--- src/rtl/npc_pkg.sv ---
package npc_pkg;
  localparam int unsigned XLEN      = 32;
  localparam int unsigned DISP_W    = 16;
  localparam int unsigned JFIELD_W  = 26;
  localparam int unsigned WORD_SH   = 2;
  localparam int unsigned CLASS_W   = 3;
  localparam int unsigned LINK_REG  = 31;

  typedef enum logic [CLASS_W-1:0] {
    FLOW_SEQ  = 3'd0,
    FLOW_BEQ  = 3'd1,
    FLOW_BNE  = 3'd2,
    FLOW_JMP  = 3'd3,
    FLOW_CALL = 3'd4,
    FLOW_JREG = 3'd5
  } flow_class_e;
endpackage

--- src/rtl/npc_incr.sv ---
module npc_incr #(
  parameter int unsigned XLEN    = 32,
  parameter int unsigned WORD_SH = 2
) (
  input  logic [XLEN-1:0] pc_cur,
  output logic [XLEN-1:0] pc_plus
);
  localparam logic [XLEN-1:0] STEP = XLEN'(1) << WORD_SH;

  always_comb begin
    pc_plus = pc_cur + STEP;
  end
endmodule

--- src/rtl/npc_targets.sv ---
module npc_targets #(
  parameter int unsigned XLEN     = 32,
  parameter int unsigned DISP_W   = 16,
  parameter int unsigned JFIELD_W = 26,
  parameter int unsigned WORD_SH  = 2
) (
  input  logic [XLEN-1:0]     pc_plus,
  input  logic [DISP_W-1:0]   br_disp,
  input  logic [JFIELD_W-1:0] jmp_field,
  input  logic [XLEN-1:0]     reg_target,
  output logic [XLEN-1:0]     br_addr,
  output logic [XLEN-1:0]     jmp_addr,
  output logic [XLEN-1:0]     jreg_addr
);
  localparam int unsigned EXT_W = XLEN - DISP_W - WORD_SH;
  localparam int unsigned HI_W  = XLEN - JFIELD_W - WORD_SH;

  logic [XLEN-1:0] disp_bytes;

  always_comb begin
    disp_bytes = {{EXT_W{br_disp[DISP_W-1]}}, br_disp, {WORD_SH{1'b0}}};
    br_addr    = pc_plus + disp_bytes;
  end

  generate
    if (HI_W > 0) begin : g_region
      always_comb jmp_addr = {pc_plus[XLEN-1 -: HI_W], jmp_field, {WORD_SH{1'b0}}};
    end else begin : g_flat
      always_comb jmp_addr = {jmp_field, {WORD_SH{1'b0}}};
    end
  endgenerate

  always_comb begin
    jreg_addr = {reg_target[XLEN-1:WORD_SH], {WORD_SH{1'b0}}};
  end
endmodule

--- src/rtl/npc_cmp.sv ---
module npc_cmp #(
  parameter int unsigned XLEN = 32
) (
  input  logic [XLEN-1:0] cmp_a,
  input  logic [XLEN-1:0] cmp_b,
  output logic            same
);
  always_comb begin
    same = (cmp_a == cmp_b);
  end
endmodule

--- src/rtl/npc_select.sv ---
module npc_select
  import npc_pkg::*;
#(
  parameter int unsigned XLEN = 32
) (
  input  logic [CLASS_W-1:0] flow_class,
  input  logic               same,
  input  logic [XLEN-1:0]    pc_plus,
  input  logic [XLEN-1:0]    br_addr,
  input  logic [XLEN-1:0]    jmp_addr,
  input  logic [XLEN-1:0]    jreg_addr,
  output logic [XLEN-1:0]    next_pc,
  output logic               link_we
);
  always_comb begin
    next_pc = pc_plus;
    link_we = 1'b0;
    case (flow_class)
      FLOW_BEQ:  if (same)  next_pc = br_addr;
      FLOW_BNE:  if (!same) next_pc = br_addr;
      FLOW_JMP:  next_pc = jmp_addr;
      FLOW_CALL: begin
        next_pc = jmp_addr;
        link_we = 1'b1;
      end
      FLOW_JREG: next_pc = jreg_addr;
      default:   next_pc = pc_plus;
    endcase
  end
endmodule

--- src/rtl/npc_unit.sv ---
module npc_unit
  import npc_pkg::*;
#(
  parameter logic [XLEN-1:0] RESET_PC = '0
) (
  input  logic                clk,
  input  logic                rst_n,
  input  logic                step_en,
  input  logic [CLASS_W-1:0]  flow_class,
  input  logic [XLEN-1:0]     cmp_a,
  input  logic [XLEN-1:0]     cmp_b,
  input  logic [DISP_W-1:0]   br_disp,
  input  logic [JFIELD_W-1:0] jmp_field,
  input  logic [XLEN-1:0]     reg_target,
  output logic [XLEN-1:0]     pc,
  output logic [XLEN-1:0]     next_pc,
  output logic [XLEN-1:0]     link_addr,
  output logic                link_we
);
  logic [XLEN-1:0] pc_q;
  logic [XLEN-1:0] pc_d;
  logic [XLEN-1:0] pc_plus;
  logic [XLEN-1:0] br_addr;
  logic [XLEN-1:0] jmp_addr;
  logic [XLEN-1:0] jreg_addr;
  logic            same;

  npc_incr #(.XLEN(XLEN), .WORD_SH(WORD_SH)) u_incr (
    .pc_cur  (pc_q),
    .pc_plus (pc_plus)
  );

  npc_targets #(
    .XLEN(XLEN), .DISP_W(DISP_W), .JFIELD_W(JFIELD_W), .WORD_SH(WORD_SH)
  ) u_targets (
    .pc_plus    (pc_plus),
    .br_disp    (br_disp),
    .jmp_field  (jmp_field),
    .reg_target (reg_target),
    .br_addr    (br_addr),
    .jmp_addr   (jmp_addr),
    .jreg_addr  (jreg_addr)
  );

  npc_cmp #(.XLEN(XLEN)) u_cmp (
    .cmp_a (cmp_a),
    .cmp_b (cmp_b),
    .same  (same)
  );

  npc_select #(.XLEN(XLEN)) u_select (
    .flow_class (flow_class),
    .same       (same),
    .pc_plus    (pc_plus),
    .br_addr    (br_addr),
    .jmp_addr   (jmp_addr),
    .jreg_addr  (jreg_addr),
    .next_pc    (next_pc),
    .link_we    (link_we)
  );

  always_comb begin
    pc_d = pc_q;
    if (step_en) pc_d = next_pc;
  end

  always_ff @(posedge clk or negedge rst_n) begin
    if (!rst_n) pc_q <= RESET_PC;
    else        pc_q <= pc_d;
  end

  assign pc        = pc_q;
  assign link_addr = pc_plus;
endmodule

--- config.mk ---
export PLATFORM = sky130hd
export DESIGN_NAME = npc_unit
export DESIGN_NICKNAME = d
export VERILOG_FILES = /design/src/rtl/npc_pkg.sv /design/src/rtl/npc_incr.sv /design/src/rtl/npc_targets.sv /design/src/rtl/npc_cmp.sv /design/src/rtl/npc_select.sv /design/src/rtl/npc_unit.sv
export SDC_FILE = /design/constraint.sdc
export NUM_CORES = 1
export LEC_CHECK = 0
export CORE_AREA = 2 2 128 93
export CTS_CLUSTER_DIAMETER = 40
export DETAILED_ROUTE_END_ITERATION = 8
export DIE_AREA = 0 0 130 95
export PLACE_DENSITY = 0.93
export SYNTH_ARGS = -nofsm -noshare
export SYNTH_HDL_FRONTEND = slang
export SYNTH_SLANG_ARGS = --single-unit
--- constraint.sdc ---
create_clock -name clk -period 5.5 [get_ports clk]
set_clock_uncertainty 0.05 [all_clocks]
set_input_delay 0.55 -clock clk [delete_from_list [all_inputs] [get_ports clk]]
set_output_delay 0.55 -clock clk [all_outputs]
set_load 0.02 [all_outputs]
==> results.txt <==
Antenna violations before repair: 2
Starting density of the core: 0.433
DRT iter0 DRCs: 513
GRT met3 Usage: 0.0663
Critical Path Start Type: flop
Cells along the critical path: nand3_1 > nor3_4 > nand3_2 > nor2_1 > xor2_1 > ha_1 > a21oi_1 > o21bai_1 > a221o_1 > a221o_1 > o22ai_1 > clkdlybuf4s50_1
Most Crowded Layer GR: met2
Syn avg cell area: 8.03 um2
Avg Vias per Cell: 5.91
Fillers: 906
Pin count of the biggest net entering global routing: 41
M1 GR Usage: 0.394
Largest cells by area after synthesis: dfrtp_1 (16%), xnor2_1 (13%), ha_1 (9.0%), mux2_2 (6.7%), nand2_1 (4.8%)
RSZ-0062 raised after global routing: false
Xor/xnor cell area share of the yosys netlist: 0.151
Congestion Overflow GR: 0
Die X: 130 um
P&R area growth vs syn: 56.5%
Max Freq: 190 MHz
Commonest non-fill, non-tap cells in the layout: clkdlybuf4s50_1 (238), xnor2_1 (69), nand2_1 (62), nor2_1 (44), a21oi_1 (39)
Clk Latency, worst-skew pair: 0.29 ns
Worst-Margin Slew: 0.966 ns
# setup viols final: 0
PwrDens: 347 mW/mm2
Max-slew violations: 0
Die Ht: 95 um
Core ar.: 0.0113 mm2
CTS resizes: 0
TNS Setup: 0 ns
Clock slew at reported path FFs: 0.06 ns
First-pass iteration count of the detailed router: 5
Largest family of logic cells by synthesized area: compound AO/OA/AOI/OAI gates
WS Path Type: flop to output pin
Finished Layout Cells: 1002
Port Buffers: 238
Post-synthesis simple-gate area fraction: 0.199
CP max stage cell: clkdlybuf4s50_1
Synthesized area: 0.00488 mm2
Gp weighted congestion: 0.961
Nets@finish: 1022
Ports: 241
Post-synth top area share: 0.164
Post-synth net total: 788
Leak: 0.00302 uW
CTS hold repair buffers: 0
Worst VDD drop: 0.223 mV
First-pass GRT wire length: 28.7 mm
Crit. End Element: output pin
Max Cap Violations: 0
Post-synth top flop: dfrtp_1
Number of flops mapped to enable cells by yosys: 0
Worst-case clock buffer depth: 2
DRC: 0
Post-synthesis cell count: 608
Wirelength per Cell: 19.0 um
Vias in the first global route: 5653
Placed cells: 992
Post-synthesis compound-gate area fraction: 0.270
Yosys top cell by area: dfrtp_1
WL final: 19.0 mm
Crit path largest cell delay: 0.64 ns
Most common cell after layout, fill and taps aside: clkdlybuf4s50_1
Worst Path Buf+Inv: 1
Total Power: 2660 uW
Final min period: 5.27 ns
CP max FO: 7
Tot GR Track Use: 0.300
Dpl hpwl: 15.4 mm
Root Buffer: clkbuf_16
Adder-Cell Fraction of Synth Area: 0.0938
CTS Buf Count: 5
Max FFs per register: 32
H-tree depth: 2
Synth Warn #: 0
Fin crit share: 0.959
Synth unique cells: 70
Die area: 0.0124 mm2
Largest delay share family, worst path: compound AO/OA/AOI/OAI gates
Post-synthesis sequential area ratio: 0.164
Worst Hold Class: flop to flop
Layout cells sized above 1: 0.0913
CTS sink cnt: 32
Global Route met2 Usage: 0.487
Worst EP required: 4.90 ns
TritonCTS clock tree: yes
Post-synthesis mux area share: 0.0843
Ys async rst share: 1.00
Final Hold Fails: 0
Row count: 33
Setup bufs post-CTS: 0
Status: finished clean
Slew margin rel.: 0.356
WP data arrival: 4.67 ns
Post-route ant nets: 0
Yosys reg bits: 32
Top cell by count, worst path: a221o_1
Routed vias: 5923
[tightest hold or removal path: stages, from the launching register on]
cell	delay [ns]
dfrtp_1	0.39
inv_1	0.08
a21oi_1	0.04
[synthesized netlist by cell type, types with 12 or more instances]
cell       n
dfrtp_1   32
clkbuf_1  18
inv_1     18
nand2_1   62
nand4_1   21
nor2_1    45
xnor2_1   71
a221o_1   12
mux2_2    29
o21ai_0   23
xor2_1    13
nand3_1   19
a21o_1    17
ha_1      35
a21oi_1   39
a31oi_1   12
[routing by layer]
layer	up-vias	part of all wire	wire length [um]
li1	2756	-	-
met1	2799	0.42	7930
met2	324	0.46	8810
met3	44	0.090	1720
met4	0	0.029	554
met5	-	0	0
[metrics by stage]
| stage | instance area, um2 | hold slack [ns] | util | setup WS [ns] |
|---|---|---|---|---|
| global placement | 7470 | 0.478 | 0.663 | 0.601 |
| detailed placement | 7470 | 0.491 | 0.663 | 0.521 |
| global route | 7640 | 0.517 | 0.678 | 0.00263 |
| CTS | 7620 | 0.501 | 0.676 | 0.201 |
| finish | 7650 | 0.496 | 0.678 | 0.226 |
| floorplan | 4880 | 0.204 | - | 1.00 |
[final timing paths]
check	start	end	slack [ns]	cells past startpoint
max in group asynchronous	rst_n	pc[15]$_DFFE_PN0P_	4.42	2
setup / recovery	pc[4]$_DFFE_PN0P_	next_pc[30]	0.23	12
hold reg to reg	pc[0]$_DFFE_PN0P_	pc[0]$_DFFE_PN0P_	0.50	2
hold / removal	pc[0]$_DFFE_PN0P_	pc[0]$_DFFE_PN0P_	0.50	2
min in group asynchronous	rst_n	pc[29]$_DFFE_PN0P_	0.64	2
setup reg to reg	pc[2]$_DFFE_PN0P_	pc[31]$_DFFE_PN0P_	1.40	16
[cell type report]
type / instances / area [um2] / share of cell area
clock inverter: 3 / 23.8 / 0.00311
clock buffer: 5 / 125 / 0.0164
sequential: 32 / 801 / 0.105
multi-input combinational: 529 / 3910 / 0.511
tap: 157 / 196 / 0.0257
inverter: 18 / 67.6 / 0.00884
antenna: 2 / 5.00 / 0.000655
timing repair buffer: 256 / 2520 / 0.329
[power breakdown]
group	total (uW)	switching (uW)	leakage [uW]	internal, uW
sequential	407	108	0.000391	299
combinational	1950	1040	0.00256	918
clock	296	127	0.0000660	169
total	2660	1270	0.00302	1390
[cells by family (layout without fill, tap and decap cells)]
group / Yosys count / in the layout
buffers and inverters: 47 / 282
flip-flops: 32 / 32
multiplexers: 37 / 37
AND/OR/NAND/NOR: 192 / 192
adder cells (fa/ha/maj): 36 / 36
other: 0 / 2
XOR/XNOR: 84 / 84
AO/OA/AOI/OAI: 180 / 180
Note: power is estimated with default switching activity, not from simulation.
